===== config.mk =====
export PLATFORM = sky130hd
export DESIGN_NAME = lvt_mpram
export DESIGN_NICKNAME = d
export VERILOG_FILES = /design/src/rtl/lvt_mpram_pkg.sv /design/src/rtl/lvt_sdp_ram.sv /design/src/rtl/lvt_bank.sv /design/src/rtl/lvt_live_table.sv /design/src/rtl/lvt_mpram.sv
export SDC_FILE = /design/constraint.sdc
export NUM_CORES = 2
export LEC_CHECK = 0
export BUFFER_PORTS_ARGS = -buffer_cell sky130_fd_sc_hd__buf_4
export CORE_MARGIN = 2
export CORE_UTILIZATION = 36
export DETAILED_ROUTE_END_ITERATION = 12
export PLACE_DENSITY_LB_ADDON = 0.08
export REMOVE_ABC_BUFFERS = 1
export SYNTH_ARGS = -nofsm -noshare
export SYNTH_HDL_FRONTEND = slang
export SYNTH_SLANG_ARGS = --single-unit

===== constraint.sdc =====
create_clock -name clk_i -period 1.7 [get_ports clk_i]
set_input_delay 0.51 -clock clk_i [delete_from_list [all_inputs] [get_ports clk_i]]
set_output_delay 0.51 -clock clk_i [all_outputs]
set_load 0.03 [all_outputs]

===== src/rtl/lvt_mpram_pkg.sv =====
package lvt_mpram_pkg;
  function automatic int sel_bits(int n);
    return (n > 1) ? $clog2(n) : 1;
  endfunction
endpackage


===== src/rtl/lvt_sdp_ram.sv =====
module lvt_sdp_ram #(
  parameter int DEPTH = 32,
  parameter int WIDTH = 16,
  localparam int AW = $clog2(DEPTH)
) (
  input  logic             clk_i,
  input  logic             rst_ni,
  input  logic             we_i,
  input  logic [AW-1:0]    waddr_i,
  input  logic [WIDTH-1:0] wdata_i,
  input  logic [AW-1:0]    raddr_i,
  output logic [WIDTH-1:0] rdata_o
);
  logic [WIDTH-1:0] mem_q [DEPTH];
  logic [WIDTH-1:0] rd_q;

  always_ff @(posedge clk_i) begin
    if (we_i) mem_q[waddr_i] <= wdata_i;
  end

  // read-before-write: array sampled before this edge's update
  always_ff @(posedge clk_i or negedge rst_ni) begin
    if (!rst_ni) rd_q <= '0;
    else         rd_q <= mem_q[raddr_i];
  end

  assign rdata_o = rd_q;

  p_wr_store_r4: assert property (@(posedge clk_i) disable iff (!rst_ni)
    we_i |=> mem_q[$past(waddr_i)] === $past(wdata_i));

  p_rd_old_r3: assert property (@(posedge clk_i) disable iff (!rst_ni)
    (we_i && waddr_i == raddr_i) |=> rd_q === $past(mem_q[raddr_i]));
endmodule


===== src/rtl/lvt_bank.sv =====
module lvt_bank #(
  parameter int DEPTH = 32,
  parameter int WIDTH = 16,
  parameter int N_RD  = 4,
  localparam int AW = $clog2(DEPTH)
) (
  input  logic                       clk_i,
  input  logic                       rst_ni,
  input  logic                       we_i,
  input  logic [AW-1:0]              waddr_i,
  input  logic [WIDTH-1:0]           wdata_i,
  input  logic [N_RD-1:0][AW-1:0]    raddr_i,
  output logic [N_RD-1:0][WIDTH-1:0] rdata_o
);
  // one private copy per read port, all written together
  for (genvar r = 0; r < N_RD; r++) begin : g_copy
    lvt_sdp_ram #(.DEPTH(DEPTH), .WIDTH(WIDTH)) u_ram (
      .clk_i   (clk_i),
      .rst_ni  (rst_ni),
      .we_i    (we_i),
      .waddr_i (waddr_i),
      .wdata_i (wdata_i),
      .raddr_i (raddr_i[r]),
      .rdata_o (rdata_o[r])
    );
  end
endmodule


===== src/rtl/lvt_live_table.sv =====
module lvt_live_table #(
  parameter int DEPTH = 32,
  parameter int N_WR  = 2,
  parameter int N_RD  = 4,
  localparam int AW = $clog2(DEPTH),
  localparam int SW = lvt_mpram_pkg::sel_bits(N_WR)
) (
  input  logic                    clk_i,
  input  logic                    rst_ni,
  input  logic [N_WR-1:0]         we_i,
  input  logic [N_WR-1:0][AW-1:0] waddr_i,
  input  logic [N_RD-1:0][AW-1:0] raddr_i,
  output logic [N_RD-1:0][SW-1:0] sel_o
);
  logic [SW-1:0] tbl_q [DEPTH];
  logic [N_RD-1:0][SW-1:0] sel_q;

  // ascending loop: last assignment (highest port) wins on collision
  always_ff @(posedge clk_i or negedge rst_ni) begin
    if (!rst_ni) begin
      for (int d = 0; d < DEPTH; d++) tbl_q[d] <= '0;
    end else begin
      for (int m = 0; m < N_WR; m++)
        if (we_i[m]) tbl_q[waddr_i[m]] <= SW'(m);
    end
  end

  always_ff @(posedge clk_i or negedge rst_ni) begin
    if (!rst_ni) sel_q <= '0;
    else for (int r = 0; r < N_RD; r++) sel_q[r] <= tbl_q[raddr_i[r]];
  end

  assign sel_o = sel_q;

  // checking aid: another higher port writes the same address this cycle
  logic [N_WR-1:0] hit_above;
  always_comb begin
    hit_above = '0;
    for (int m = 0; m < N_WR; m++)
      for (int k = m + 1; k < N_WR; k++)
        if (we_i[k] && waddr_i[k] == waddr_i[m]) hit_above[m] = 1'b1;
  end

  for (genvar m = 0; m < N_WR; m++) begin : g_chk
    p_last_writer_r6: assert property (@(posedge clk_i) disable iff (!rst_ni)
      (we_i[m] && !hit_above[m]) |=> tbl_q[$past(waddr_i[m])] == SW'(m));
  end

  p_high_wins_r5: assert property (@(posedge clk_i) disable iff (!rst_ni)
    we_i[N_WR-1] |=> tbl_q[$past(waddr_i[N_WR-1])] == SW'(N_WR-1));

  for (genvar r = 0; r < N_RD; r++) begin : g_sel_chk
    p_sel_range_r1: assert property (@(posedge clk_i) disable iff (!rst_ni)
      32'(sel_q[r]) < N_WR);
  end
endmodule


===== src/rtl/lvt_mpram.sv =====
module lvt_mpram #(
  parameter int DEPTH = 32,
  parameter int WIDTH = 16,
  parameter int N_WR  = 2,
  parameter int N_RD  = 4,
  localparam int AW = $clog2(DEPTH),
  localparam int SW = lvt_mpram_pkg::sel_bits(N_WR)
) (
  input  logic                  clk_i,
  input  logic                  rst_ni,
  input  logic [N_WR-1:0]       we_i,
  input  logic [N_WR*AW-1:0]    waddr_i,
  input  logic [N_WR*WIDTH-1:0] wdata_i,
  input  logic [N_RD*AW-1:0]    raddr_i,
  output logic [N_RD*WIDTH-1:0] rdata_o
);
  logic [N_WR-1:0][AW-1:0]    wa;
  logic [N_WR-1:0][WIDTH-1:0] wd;
  logic [N_RD-1:0][AW-1:0]    ra;
  logic [N_RD-1:0][SW-1:0]    sel;
  logic [N_RD-1:0][WIDTH-1:0] bank_rd [N_WR];
  logic [N_RD-1:0][WIDTH-1:0] rd;

  assign wa = waddr_i;
  assign wd = wdata_i;
  assign ra = raddr_i;

  for (genvar m = 0; m < N_WR; m++) begin : g_bank
    lvt_bank #(.DEPTH(DEPTH), .WIDTH(WIDTH), .N_RD(N_RD)) u_bank (
      .clk_i   (clk_i),
      .rst_ni  (rst_ni),
      .we_i    (we_i[m]),
      .waddr_i (wa[m]),
      .wdata_i (wd[m]),
      .raddr_i (ra),
      .rdata_o (bank_rd[m])
    );
  end

  lvt_live_table #(.DEPTH(DEPTH), .N_WR(N_WR), .N_RD(N_RD)) u_table (
    .clk_i   (clk_i),
    .rst_ni  (rst_ni),
    .we_i    (we_i),
    .waddr_i (wa),
    .raddr_i (ra),
    .sel_o   (sel)
  );

  // selector and bank data are both registered in the same cycle
  always_comb begin
    for (int r = 0; r < N_RD; r++) rd[r] = bank_rd[sel[r]][r];
  end

  assign rdata_o = rd;

  p_rst_out_zero_r7: assert property (@(posedge clk_i)
    !rst_ni |-> rdata_o == '0);
endmodule


## After elaboration in Yosys (flattened, before gate mapping)

Memories as Yosys holds them, arrays and structs flattened. A register that Yosys moved wholly into a read port is not among the register bits.
Index checks and enable logic that the tools add are counted.

| storage, ports and cells | value |
|---|---|
| memories | 8 |
| input port bits | 66 |
| bits in read-only memories | 0 |
| latch bits | 0 |
| register bits after elaboration | 36 |
| word-level logic and storage cells | 113 |
| RAM bits | 4096 |

| operators by class | value |
|---|---|
| add/sub/neg operators | 0 |
| magnitude comparators | 12 |
| $mul | 0 |
| divide/modulo/power cells | 0 |
| equality and inequality tests | 0 |
| reductions and logical operators | 10 |
| multiplexer cells | 34 |
| shifts and indexed selects | 0 |
| bitwise gates (word level) | 13 |

Memory list:

| memory | words | width | rd ports | clocked after memory_dff | wr ports | RTL line | text |
|---|---|---|---|---|---|---|---|
| g_bank[0].u_bank.g_copy[0].u_ram.mem_q | 32 | 16 | 1 | 1 | 1 | lvt_sdp_ram.sv:14 | `logic [WIDTH-1:0] mem_q [DEPTH];` |
| g_bank[0].u_bank.g_copy[1].u_ram.mem_q | 32 | 16 | 1 | 1 | 1 | lvt_sdp_ram.sv:14 |  |
| g_bank[0].u_bank.g_copy[2].u_ram.mem_q | 32 | 16 | 1 | 1 | 1 | lvt_sdp_ram.sv:14 |  |
| g_bank[0].u_bank.g_copy[3].u_ram.mem_q | 32 | 16 | 1 | 1 | 1 | lvt_sdp_ram.sv:14 |  |
| g_bank[1].u_bank.g_copy[0].u_ram.mem_q | 32 | 16 | 1 | 1 | 1 | lvt_sdp_ram.sv:14 |  |
| g_bank[1].u_bank.g_copy[1].u_ram.mem_q | 32 | 16 | 1 | 1 | 1 | lvt_sdp_ram.sv:14 |  |
| 2 more memories | -- | -- | -- | -- | -- | -- |  |

Operator list:

| operator | count |
|---|---|
| 2-to-1 mux 64 bit | 3 |
| 2-to-1 mux 32 bit | 5 |
| 2-to-1 mux 48 bit | 3 |
| 2-to-1 mux 16 bit | 3 |
| greater-or-equal comparator 6 bit (second input constant) | 6 |
| inverter 5 -> 6 bit | 6 |
| AND 32 bit | 1 |
| inverter 32 bit | 1 |
| OR 32 bit | 1 |
| binary-select mux 1 bit (select 5 bit) | 4 |
| 2-to-1 mux 1 bit | 14 |
| < comparator 6 x 1 -> 1 bit (second input constant) | 2 |
| demux 1 bit (select 5 bit) | 2 |
| greater-or-equal comparator 2 bit (second input constant) | 4 |
| zero test 1 bit | 8 |
| inverter 1 -> 2 bit | 4 |
| logical AND 1 bit | 2 |

## Longest topological paths before layout

| logic depth | value |
|---|---|
| depth after elaboration | 10 |
| mapped depth | 8 |
| depth with buffers taken out | 5 |

## Cells and area by module

A second synthesis with hierarchy kept.

| second synthesis, totals | value |
|---|---|
| cell total of the unflattened synthesis | 9508 |
| area total of the unflattened synthesis | 168620.5 um^2 |

Modules (own cells, without submodules):

| module | cells each | instances | area an instance (um^2) |
|---|---|---|---|
| lvt_sdp_ram | 1143 | 8 | 20614.8 |
| lvt_live_table | 292 | 1 | 2706.3 |
| lvt_mpram | 72 | 1 | 996.0 |

## Least setup slack after synthesis

OpenSTA, ideal clock, no wires.

| timing path | value |
|---|---|
| path kind | input port to flip-flop |
| start point | input waddr_i[6] |
| end point | memory g_bank[1].u_bank.g_copy[0].u_ram.mem_q[12][0] (enable) |
| setup slack | -722 ps |
| path buffers | 2 |
| required time | 1312 ps |
| library setup time | 388 ps |
| arrival | 2033 ps |
| cell stages on the path | 4 |
| cell sequence | or3b_2 clkbuf_1 clkbuf_1 nor2_1 |

RTL lines:

| element | RTL line | text |
|---|---|---|
| start, declared | lvt_mpram.sv:12 | `input logic [N_WR*AW-1:0] waddr_i,` |
| end, declared | lvt_sdp_ram.sv:14 |  |

No word-level cell before the write port.

## Final worst setup path

| timing path | value |
|---|---|
| start point | register u_table.sel_q (netlist bit u_table.sel_o[0]) |
| end point | output rdata_o[2] |

| between the ends | value |
|---|---|
| cells in the longest elaborated chain, start to end | 4 |

RTL lines:

| element | RTL line | text |
|---|---|---|
| start, declared | lvt_live_table.sv:16 | `logic [N_RD-1:0][SW-1:0] sel_q;` |
| start signal, assigned | lvt_live_table.sv:29 | `if (!rst_ni) sel_q <= '0;` |
| inverter 1 -> 2 bit (implied by the code) | lvt_mpram.sv:51 | `for (int r = 0; r < N_RD; r++) rd[r] = bank_rd[sel[r]][r];` |
| 2-to-1 mux 16 bit (implied by the code) (3 in a row) | lvt_mpram.sv:51 |  |
| end, declared | lvt_mpram.sv:15 | `output logic [N_RD*WIDTH-1:0] rdata_o` |

No other way between the ends. The select of a mux whose other input is x is not followed.

==> metrics.md <==
| Metric | Value |
|---|---|
| Flops & latches, synth | `1,188` |
| Register Area | `34,860 um2` |
| Worst hold slack | `0.09787 ns` |
| Top layer in use | `met5` |
| CTS tree | `yes` |
| WL/cell | `35.18 um` |
| Met3 Wirelength | `around 26,000 um` |
| Num CTS Buffers | `between 100 and 150` |
| Worst-skew pair later-pin latency | `0.84 ns` |
| Met2 wire length | `151,300 um` |
| Starting DRT DRC Count | `just under 7,000` |
| Area Overhead vs Synth | `25.84%` |
| CP max FO | `5` |
| Final std cells w/o fill | `9,743` |
| Path depth of the worst reg2reg path | `7` |
| Switching share of total power | `28.67%` |
| Endpoints failing setup | `64` |
| Pre-CTS WS | `-0.8245 ns` |
| Worst endpoint data arrival time | `2.07 ns` |
| Fin crit period | `2.579 ns` |
| Crit path kind | `flop to output port` |
| Vias per std cell | `between 6 and 7` |
| Multi-input logic area | `35,980 um2` |
| Slack of the critical path | `-0.8786 ns` |
| Row count | `about 170` |
| Initial Util | `36.22%` |
| Longest Clk Path Bufs | `3` |
| Synth area leaders | `edfxtp_1 42%, mux2i_1 29%, dfrtp_1 5.6%` |
| Design Area, Final | `92,210 um2` |
| Fin crit share | `151.7%` |
| Final nets | `7,011` |
| CTS sink count | `1,188` |
| Min-Delay Path Depth | `1` |
| Leading area contributor after synthesis | `edfxtp_1` |
| Die Ht | `between 400 and 500 um` |
| Drt drc | `0` |
| Synth Area per Inst | `between 10 and 15 um2` |
| First-pass GRT wire length | `between 400,000 and 500,000 um` |
| RSZ-0062 raised after global routing | `yes` |
| Reg power frac | `41.2%` |
| Comb pwr share | `18.7%` |
| Detailed Route WL | `342,800 um` |
| Ys Warns | `0` |
| Largest net degree at the start of global routing | `45` |
| Clock root cell | `clkbuf_16` |
| Post-synth top cells | `2,112 x mux2i_1, 1,024 x edfxtp_1, 402 x nand2_1` |
| Crit start category | `flop` |
| Die area | `207,200 um2` |
| Met1 Wirelength | `148,600 um` |
| Final Hold Vio Count | `0` |
| Psw | `23.49 mW` |
| Gate Count Post-Synth | `6,218` |
| Total number of vias | `59,980` |
| Distinct cells, synth | `29` |
| Post-synth EDFFs | `around 1,000` |
| Number of global-route vias before repair | `58,790` |
| DP HPWL | `241,700 um` |
| FILL cells | `18,530` |
| Worst slew pin tran | `0.5451 ns` |
| Post-route ant nets | `0` |
| Max frequency | `387.8 MHz` |
| Pins over their slew limit | `0` |
| Core area | `202,300 um2` |
| Number of max-cap violations | `0` |
| Clock power share | `about two fifths` |
| Die width | `455.2 um` |
| Sequential element share of the synthesized area | `47.57%` |
| Max-slew headroom | `between 60 and 70%` |
| I/O pin count | `130` |
| Initial antenna violation count | `11` |
| Worst vdd ir | `around 0.0011 V` |
| Worst Skew | `slightly below 0.05 ns` |
| Port Buffer Count | `129` |
| Violated checks | `setup timing` |
| DP Area | `86,650 um2` |
| Most numerous cell in the Yosys netlist | `mux2i_1` |
| Share of cells above drive strength 1 | `22.01%` |
| HP Class | `input pin to flop` |
| Worst-path clk slew | `0.07 ns` |
| Worst setup EP type | `output port` |
| Top-area cell type share of the netlist area | `41.97%` |
| CP Data Required Time | `around 1.2 ns` |
| DRT Pass-1 Iters | `6` |
| Inst Count DP | `9,468` |
| Grt total ovfl | `0` |
| Tot GR Track Use | `32.29%` |
| Synthesized cell area | `73,270 um2` |
| CTS HTree Levels | `4` |
| Leakage | `about 38 nW` |
| Synth Flop Type | `edfxtp_1` |
| Power Density | `888.7 nW/um2` |
| Gpl congestion | `0.9379` |
| Status | `finished, violations left` |
| Pint | `~58 mW` |
| Ys async rst share | `13.80%` |
## layout by cell type, fill, tap and decap left out, types with 8 or more instances in the layout
cell / n
edfxtp_1: 1024
buf_6: 63
nand2_1: 398
nor2_4: 68
clkinvlp_4: 13
a31oi_1: 125
a21oi_1: 396
a22o_1: 264
clkbuf_1: 19
clkbuf_16: 149
clkinv_2: 31
o21ai_0: 62
nand3b_1: 10
inv_6: 8
nand3_1: 398
clkbuf_8: 16
nor3_1: 132
mux2_4: 62
nor2b_4: 8
dfrtp_1: 160
buf_12: 338
clkinv_1: 11
nand2b_4: 8
mux2i_1: 2111
bufinv_16: 17
buf_4: 729
a22oi_1: 396
## power groups by stage
stage | clock [mW] | sequential, mW | combinational [mW]
2_1_floorplan | 0 | 33.7 | 6.10
3_3_place_gp | 0 | 34.3 | 14.5
3_5_place_dp | 0 | 34.3 | 14.5
4_1_cts | 33.3 | 33.7 | 15.0
5_1_grt | 34.4 | 33.8 | 15.8
6_report | 32.9 | 33.8 | 15.3
## critical path, cell delays in order (launching register included)
cell and delay [ns]:
dfrtp_2 0.42, buf_12 0.16, buf_12 0.15, mux2_4 0.34, buf_6 0.15
## layer usage
metal	GRT usage, %	vias to the layer above
li1	-	25730
met1	44.86	30610
met2	49.62	2966
met3	5.384	676
met4	13.84	2
met5	0	-
## final timing paths
path                                                                              from                                                endpoint  slack, ns
worst min register to register                              u_table.tbl_q[9]$_DFF_PN0_                              u_table.tbl_q[9]$_DFF_PN0_       0.59
worst min-delay path                                                        wdata_i[0]  g_bank[0].u_bank.g_copy[3].u_ram.mem_q[5][0]$_DFFE_PP_        0.1
worst max-delay path                                        u_table.sel_o[0]$_DFF_PN0_                                              rdata_o[2]      -0.88
max in group asynchronous                                                       rst_ni   g_bank[0].u_bank.g_copy[2].u_ram.rdata_o[7]$_DFF_PN0_       0.81
worst max register to register  g_bank[0].u_bank.g_copy[3].u_ram.mem_q[1][6]$_DFFE_PP_   g_bank[0].u_bank.g_copy[2].u_ram.rdata_o[6]$_DFF_PN0_       0.03
min in group asynchronous                                                       rst_ni   g_bank[0].u_bank.g_copy[2].u_ram.rdata_o[5]$_DFF_PN0_       0.13
## layout make-up
type / instances / area share [%]
Antenna cell: 2 / 0.005428
Clock buffer: 183 / 4.345
Clock inverter: 88 / 1.067
Multi-Input combinational cell: 4474 / 39.02
Sequential cell: 1188 / 37.80
Tap cell: 2672 / 3.626
Timing Repair Buffer: 1136 / 14.13
## cell families after synthesis
group	Yosys count	share of synthesized area [%]
AOI/OAI and AO/OA	1252	11.48
muxes	2176	29.84
and+or+nand+nor	1046	6.462
buffers and inverters	556	4.655
DFF	1188	47.57
## sequential cells by signal, summed over array words and instances, names as in the netlist
name and cells:
g_bank.u_bank.g_copy.u_ram.mem_q 1024, g_bank.u_bank.g_copy.u_ram.rdata_o 128, u_table.sel_o 4, u_table.tbl_q 32
## stage by stage
stage | power (mW) | util [%] | TNS (ns)
floorplan | 39.79 | - | -943.95
global placement | 48.82 | 42.83 | -282.50
detailed placement | 48.83 | 42.83 | -290.47
CTS | 82.01 | 45.50 | -53.94
global route | 83.96 | 45.57 | -52.72
finish | 81.94 | 45.58 | -50.77
## what timing repair did
item / CTS / global route
resized for setup: 107 / 32
endpoints found under the setup margin: 65 / 72
setup buffers: 1 / 1
hold buffers: 1 / 0
endpoints found under the hold margin: 154 / 0
pin swaps: 0 / 1
Power figures use the tool's default switching activity.
